===== src/rtl/sad_pkg.sv =====
package sad_pkg;
  localparam int BYTE_W_D   = 8;
  localparam int GROUP_D    = 4;
  localparam int LANES_D    = 8;
  localparam int SUM_W_D    = 16;
  localparam int SEL_W      = 3;
  localparam int N_GROUPS   = 4;
endpackage


===== src/rtl/sad_operand_mux.sv =====
module sad_operand_mux #(
  parameter int BYTE_W = 8,
  parameter int GROUP  = 4,
  parameter int LANES  = 8,
  localparam int OPER_BYTES = GROUP * sad_pkg::N_GROUPS,
  localparam int OPER_W     = OPER_BYTES * BYTE_W,
  localparam int WIN_BYTES  = LANES + GROUP - 1,
  localparam int GRP_W      = GROUP * BYTE_W,
  localparam int WIN_W      = WIN_BYTES * BYTE_W
) (
  input  logic [OPER_W-1:0]          src,
  input  logic [OPER_W-1:0]          dst,
  input  logic [sad_pkg::SEL_W-1:0]  sel,
  output logic [GRP_W-1:0]           src_grp,
  output logic [WIN_W-1:0]           dst_win
);
  int src_off;
  int dst_off;

  always_comb begin
    src_off = int'(sel[1:0]) * GRP_W;
    dst_off = int'(sel[2]) * GRP_W;
    src_grp = src[src_off +: GRP_W];
    dst_win = dst[dst_off +: WIN_W];
  end
endmodule


===== src/rtl/sad_diff_stage.sv =====
module sad_diff_stage #(
  parameter int BYTE_W = 8,
  parameter int GROUP  = 4,
  parameter int LANES  = 8,
  localparam int WIN_BYTES = LANES + GROUP - 1,
  localparam int GRP_W     = GROUP * BYTE_W,
  localparam int WIN_W     = WIN_BYTES * BYTE_W,
  localparam int DIFF_W    = LANES * GROUP * BYTE_W
) (
  input  logic              clk,
  input  logic [GRP_W-1:0]  src_grp,
  input  logic [WIN_W-1:0]  dst_win,
  output logic [DIFF_W-1:0] diff_q
);
  for (genvar k = 0; k < LANES; k++) begin : g_lane
    for (genvar j = 0; j < GROUP; j++) begin : g_term
      logic [BYTE_W-1:0] a_b, d_b, mag;
      assign a_b = src_grp[j*BYTE_W +: BYTE_W];
      assign d_b = dst_win[(k+j)*BYTE_W +: BYTE_W];
      assign mag = (a_b > d_b) ? (a_b - d_b) : (d_b - a_b);
      always_ff @(posedge clk) begin
        diff_q[(k*GROUP+j)*BYTE_W +: BYTE_W] <= mag;
      end
    end
  end
endmodule


===== src/rtl/sad_sum_stage.sv =====
module sad_sum_stage #(
  parameter int BYTE_W = 8,
  parameter int GROUP  = 4,
  parameter int LANES  = 8,
  parameter int SUM_W  = 16,
  localparam int DIFF_W = LANES * GROUP * BYTE_W,
  localparam int OUT_W  = LANES * SUM_W
) (
  input  logic              clk,
  input  logic [DIFF_W-1:0] diff_q,
  output logic [OUT_W-1:0]  sum_q
);
  for (genvar k = 0; k < LANES; k++) begin : g_lane
    logic [SUM_W-1:0] acc;
    always_comb begin
      acc = '0;
      for (int j = 0; j < GROUP; j++) begin
        acc = acc + {{(SUM_W-BYTE_W){1'b0}}, diff_q[(k*GROUP+j)*BYTE_W +: BYTE_W]};
      end
    end
    always_ff @(posedge clk) begin
      sum_q[k*SUM_W +: SUM_W] <= acc;
    end
  end
endmodule


===== src/rtl/sad_multi_offset.sv =====
module sad_multi_offset #(
  parameter int BYTE_W = sad_pkg::BYTE_W_D,
  parameter int GROUP  = sad_pkg::GROUP_D,
  parameter int LANES  = sad_pkg::LANES_D,
  parameter int SUM_W  = sad_pkg::SUM_W_D,
  localparam int OPER_W = GROUP * sad_pkg::N_GROUPS * BYTE_W,
  localparam int OUT_W  = LANES * SUM_W
) (
  input  logic                      clk,
  input  logic                      rst,
  input  logic                      valid_in,
  input  logic [OPER_W-1:0]         src_in,
  input  logic [OPER_W-1:0]         dst_in,
  input  logic [sad_pkg::SEL_W-1:0] sel_in,
  output logic                      valid_out,
  output logic [OUT_W-1:0]          sad_out
);
  localparam int GRP_W  = GROUP * BYTE_W;
  localparam int WIN_W  = (LANES + GROUP - 1) * BYTE_W;
  localparam int DIFF_W = LANES * GROUP * BYTE_W;

  logic [GRP_W-1:0]  src_grp;
  logic [WIN_W-1:0]  dst_win;
  logic [DIFF_W-1:0] diff_q;
  logic              valid_s1;

  sad_operand_mux #(.BYTE_W(BYTE_W), .GROUP(GROUP), .LANES(LANES)) u_mux (
    .src(src_in), .dst(dst_in), .sel(sel_in),
    .src_grp(src_grp), .dst_win(dst_win)
  );

  sad_diff_stage #(.BYTE_W(BYTE_W), .GROUP(GROUP), .LANES(LANES)) u_diff (
    .clk(clk), .src_grp(src_grp), .dst_win(dst_win), .diff_q(diff_q)
  );

  sad_sum_stage #(.BYTE_W(BYTE_W), .GROUP(GROUP), .LANES(LANES), .SUM_W(SUM_W)) u_sum (
    .clk(clk), .diff_q(diff_q), .sum_q(sad_out)
  );

  always_ff @(posedge clk) begin
    if (rst) begin
      valid_s1  <= 1'b0;
      valid_out <= 1'b0;
    end else begin
      valid_s1  <= valid_in;
      valid_out <= valid_s1;
    end
  end
endmodule


===== config.mk =====
export PLATFORM = sky130hd
export DESIGN_NAME = sad_multi_offset
export DESIGN_NICKNAME = d
export VERILOG_FILES = /design/src/rtl/sad_pkg.sv /design/src/rtl/sad_operand_mux.sv /design/src/rtl/sad_diff_stage.sv /design/src/rtl/sad_sum_stage.sv /design/src/rtl/sad_multi_offset.sv
export SDC_FILE = /design/constraint.sdc
export NUM_CORES = 2
export LEC_CHECK = 0
export BUFFER_PORTS_ARGS = -buffer_cell sky130_fd_sc_hd__buf_4
export CORE_UTILIZATION = 55
export CTS_CLUSTER_SIZE = 16
export DETAILED_ROUTE_END_ITERATION = 10
export HOLD_SLACK_MARGIN = 0.1
export PLACE_DENSITY = 0.76
export SYNTH_ARGS = -nofsm -noshare
export SYNTH_HDL_FRONTEND = slang
export SYNTH_SLANG_ARGS = --single-unit

===== constraint.sdc =====
create_clock -name clk -period 11.3 [get_ports clk]
set_input_delay 2.26 -clock clk [delete_from_list [all_inputs] [get_ports clk]]
set_output_delay 2.26 -clock clk [all_outputs]
set_load 0.05 [all_outputs]

Yosys cells after proc, flatten, opt, wreduce, memory -nomap -nowiden:

Index checks and enable logic that the tools add are counted.

* bits in registers: 386
* latch bits: 0
* memory bits (writable): 0
* memory bits (read-only): 0
* output and inout bits: 129
* logic and storage cells: 196
* memories: 0

* add/subtract/negate cells: 88
* multipliers: 0
* div/mod/pow operators: 0
* magnitude comparators: 32
* equal/unequal tests: 0
* shifts and indexed selects: 2
* mux-type cells: 32
* bitwise logic cells: 0
* reduce and logical (&&, ||, !) cells: 0

Operators by type and width (count)
* $sub 8x8->8: 64
* $add 16x8->16: 16
* $gt 8x8->1: 32
* $mux 8: 32
* $shiftx 128x7->88: 1
* $shiftx 128x8->32: 1
* $add 8x8->9: 8

Depth between registers and ports, before layout:

* depth after elaboration: 3
* gate-level depth with buffers: 15
* depth with buffers taken out: 15

Modules after synthesis:

Synthesis repeated with hierarchy kept, for this count alone.

* cell total of the unflattened synthesis: 3548
* area, all modules: 34698.3 um^2

By module, submodules not included
* sad_diff_stage: instances 1, cells each 2692, area an instance 25250.5 um^2, sequential area each 5124.9 um^2
* sad_sum_stage: instances 1, cells each 715, area an instance 7521.0 um^2, sequential area each 1641.6 um^2
* sad_operand_mux: instances 1, cells each 137, area an instance 1874.3 um^2, sequential area each 0.0 um^2
* sad_multi_offset: instances 1, cells each 4, area an instance 52.6 um^2, sequential area each 40.0 um^2

Least setup slack after synthesis:

No wires, ideal clock.

* kind: in2reg
* from: in sel_in[0] (netlist bit)
* to: reg u_diff.diff_q[12]
* arrival: 5.685 ns
* path slack: 5.495 ns
* stages on the path: 10
* cells stage by stage: clkbuf_1 buf_2 mux4_2 inv_1 ha_1 and4_1 a22o_1 a41oi_4 mux2_4 xor2_1

* longest elaborated chain between the ends: 3

Ends and longest elaborated chain
* from (decl): RTL line sad_multi_offset.sv:14 `input logic [sad_pkg::SEL_W-1:0] sel_in,`
* $shiftx 128x8->32 (*): RTL line sad_operand_mux.sv:23 `src_grp = src[src_off +: GRP_W];`
* $sub 8x8->8 / $gt 8x8->1 (equally long branches): RTL line sad_diff_stage.sv:20 `assign mag = (a_b > d_b) ? (a_b - d_b) : (d_b - a_b);`
* $mux 8 (*): RTL line sad_diff_stage.sv:20
* net u_diff.g_lane[0].g_term[1].mag[4]: RTL line sad_diff_stage.sv:17 `logic [BYTE_W-1:0] a_b, d_b, mag;`
* to (signal, indexed assignment): RTL line sad_diff_stage.sv:22 `diff_q[(k*GROUP+j)*BYTE_W +: BYTE_W] <= mag;`
* to (decl): RTL line sad_diff_stage.sv:13 `output logic [DIFF_W-1:0] diff_q`

The timed path passes the listed nets; every way through them passes the cells marked *.
A chain may end at the register's enable or synchronous reset.

Worst setup path after layout:

* from: in sel_in[2] (netlist bit)
* to: reg u_diff.diff_q[103]

* longest elaborated chain between the ends: 3

Ends and longest elaborated chain
* $shiftx 128x7->88 (*): RTL line sad_operand_mux.sv:24 `dst_win = dst[dst_off +: WIN_W];`
* $sub 8x8->8 / $gt 8x8->1 (equally long branches): RTL line sad_diff_stage.sv:20
* $mux 8 (*): RTL line sad_diff_stage.sv:20
* net u_diff.g_lane[3].g_term[0].mag[7]: RTL line sad_diff_stage.sv:17

Marks and branches as above.

==> key figures <==
Synth
  • Commonest register cell after synthesis: dfxtp_1
  • Adder-Cell Fraction of Synth Area: 29.9%
  • Synth Instances: 3720
  • Area contributors post-synth: ha_1, dfxtp_1, fa_1
  • Multiplexer share of the synthesized area: 10.3%
  • Cell taking the most area after synthesis: ha_1
  • Largest family of logic cells by synthesized area: adder cells
  • EDFF count, synth: 0
  • Yosys warnings: 0
  • Area share of the largest cell type after synthesis: 21.7%
  • Synth Area per Inst: 9.43 um2
  • Synth Area in XOR/XNOR: 6.54%
  • Synth Area in Simple Gates: 7.23%
  • Post-synthesis cell area: 35100 um2
  • Async SR Flop Fraction: 0%
  • Count of different cell masters after synthesis: 74
  • Synth Register Bits: 338
  • Register area share after synthesis: 19.3%
  • Compound-Gate Fraction of Synth Area: 19.4%

Floorplan
  • Initial Utilization: 55.6%
  • Core box area: 63100 um2
  • Die height: 254 um
  • Top-Level Pins: 391
  • Die ar.: 64800 um2
  • Num rows: 92
  • Die W: 254 um

Critical path
  • Family with the most delay on the worst path: buffers and inverters
  • R2r endpoint: u_sum.sum_q[105]
  • Worst r2r src: u_diff.diff_q[192]
  • CP Class: input port to flop
  • Crit. End Element: flop
  • R2R setup slack: 7.88 ns
  • Cells along the critical path: buf_4 > buf_4 > mux2i_1 > inv_1 > ha_1 > nor2b_1 > o2111ai_1 > a31oi_2 > mux2i_1 > xor2_1
  • CP startpoint kind: input port
  • WP buf/inv: 3
  • CP Data Arrival Time: 6.83 ns
  • Crit-path max cell delay: 0.74 ns
  • Critical-path top delay cell: mux2i_1
  • Crit-path max FO: 52
  • Worst R2R Path Depth: 12
  • Worst EP required: 11.71 ns

Min path
  • Worst hold endpoint: valid_out
  • Worst hold path type: flop to flop
  • WHS Path Cells: 1
  • Hold Crit Start: valid_s1

Timing
  • Final setup violation count: 0
  • Setup tns final: 0 ns
  • RSZ-0062 raised after global routing: no
  • Clock skew: 0.0205 ns
  • Fin. Hold Viols: 0
  • Fin. max-slew vios: 0
  • Rel. slew slack: 15.5%
  • Fin crit share: 56.8%
  • Fmax: 156 MHz
  • Worst Tran Pin Value: 1.23 ns
  • Fin crit period: 6.42 ns

Placement
  • I/O Buffers: 334
  • GPL Wtd Cong: 1.00
  • Final HPWL DP: 101 mm
  • Placed cells: 4826

Routing
  • DRC violations left: 0
  • Final ANT Viol Nets: 0
  • WL/cell: 26.4 um
  • DRT Wirelength: 130 mm
  • Vias per std cell: 6.15
  • Vias: 30200
  • DRT iter0 DRCs: 3296
  • Pre-antenna DRT Iters: 6

Global routing
  • First-pass GRT wire length: 186 mm
  • M2 GR Usage: 58.9%
  • Gr usage total: 39.5%
  • GR Overflow Total: 0
  • Vias in the first global route: 29200
  • GR Util met1: 49.9%
  • Grt met3 use: 8.75%
  • GRT busiest layer: met2
  • Initial antenna violation count: 7
  • Largest net degree at the start of global routing: 53

Outcome
  • Outcome: finished, final reports clean

Power and ir drop
  • Power Density: 355 nW/um2
  • Peak VDD IR: 579 uV
  • Leak Pwr: 0.0205 uW

Clocking
  • Post-cts sizing count: 0
  • Clock sink count: 338
  • Hold_buf cts: 0
  • CTS HTree Levels: 2
  • Clock slew at reported path FFs: 0.06 ns
  • Num CTS Buffers: 42
  • Setup bufs post-CTS: 0
  • CTS root buffer: clkbuf_16
  • Clock tree buffer depth: 3
  • CTS tree: built
  • Clock Latency Late Sink: 0.59 ns

Job
  • Max-cap viol count: 0

Final layout
  • Final non-filler cell total: 4907
  • Layout cells sized above 1: 14.1%
  • Fillers: 5344
  • Final net count: 5038
  • Area growth from synthesis to layout: 13.6%
cells in the mapped netlist (all sizes together), types with 24 or more instances:
library cell,count
a211oi,51
a21o,193
a21oi,210
a221oi,36
a31oi,109
and4,36
buf,120
clkbuf,56
dfxtp,338
fa,144
ha,608
inv,438
mux2i,279
mux4,32
nand2,142
nand2b,24
nand3b,48
nor2,104
nor2b,33
o21ai,166
xnor2,103
xor2,159
per-stage QoR:
step / setup slack, ns / cell area [um2] / hold WS (ns) / utilization [%] / power (uW)
6_report: 4.88 / 39800 / 0.448 / 63.1 / 14100
4_1_cts: 5.04 / 39800 / 0.453 / 63.1 / 14100
5_1_grt: 4.76 / 39800 / 0.474 / 63.1 / 15400
3_3_place_gp: 4.45 / 38300 / 0.428 / 60.7 / 12200
2_1_floorplan: 5.50 / 35200 / 0.414 / - / 10000
3_5_place_dp: 4.45 / 38300 / 0.443 / 60.7 / 12400
power breakdown:
group          internal (uW)  switching, uW  total, uW
clock                    937            578       1520
combinational           4420           6020      10400
sequential              1950            228       2170
worst max path at each step:
| stage | startpoint | endpoint | depth (start not counted) |
|---|---|---|---|
| after floorplan | sel_in[0] | u_diff.diff_q[12] | 10 |
| after global placement | sel_in[2] | u_diff.diff_q[103] | 10 |
| after detailed placement | sel_in[2] | u_diff.diff_q[103] | 10 |
| after CTS | sel_in[2] | u_diff.diff_q[103] | 10 |
| after global routing | sel_in[2] | u_diff.diff_q[101] | 10 |
| final | sel_in[2] | u_diff.diff_q[103] | 10 |
sequential cells by signal, summed over array words and instances, names as in the netlist:
name / flops
valid_out: 1
u_diff.diff_q: 256
u_sum.sum_q: 80
valid_s1: 1
worst reg2reg max path, delay by kind of cell (launching register included):
kind | cells | cell delay (ns)
adders and majority gates | 5 | 1.87
buffers and inverters | 2 | 0.12
DFF | 1 | 0.31
AOI/OAI and AO/OA | 5 | 1.03
placed cells by master, fill, tap and decap left out, types with 103 or more instances in the layout:
cell type | Yosys | layout
dfxtp_1 | 338 | 338
buf_4 | 50 | 389
xnor2_1 | 103 | 103
fa_1 | 144 | 144
nand2_1 | 142 | 142
a21oi_1 | 208 | 208
inv_1 | 438 | 437
o21ai_0 | 155 | 155
xor2_1 | 159 | 159
a21o_1 | 193 | 193
a31oi_1 | 104 | 104
ha_1 | 608 | 608
nor2_1 | 103 | 103
mux2i_1 | 279 | 279
routing by layer:
| layer | vias up | part of all wire (%) |
|---|---|---|
| met3 | 434 | 9.9 |
| met5 | - | 0.036 |
| met2 | 1751 | 42 |
| met4 | 8 | 8.7 |
| met1 | 14300 | 40 |
| li1 | 13700 | - |
layout make-up:
cell class	count	area, um2	share of cell area, %
repair buffers	389	2920	7.33
multi-input cells	2815	25900	65.0
clock inverters	13	219	0.550
flip-flops and latches	338	6770	17.0
inverters	438	1640	4.13
well taps	846	1060	2.66
clock buffers	63	1310	3.30
diodes	5	12.5	0.0314
kinds of logic after synthesis:
logic type	Yosys count
buf+inv	614
flops	338
fa+ha+maj	752
simple gates	477
mux	318
compound gates	958
xor+xnor	262
other cells	1
No activity file was read; power rests on OpenSTA's default activity.
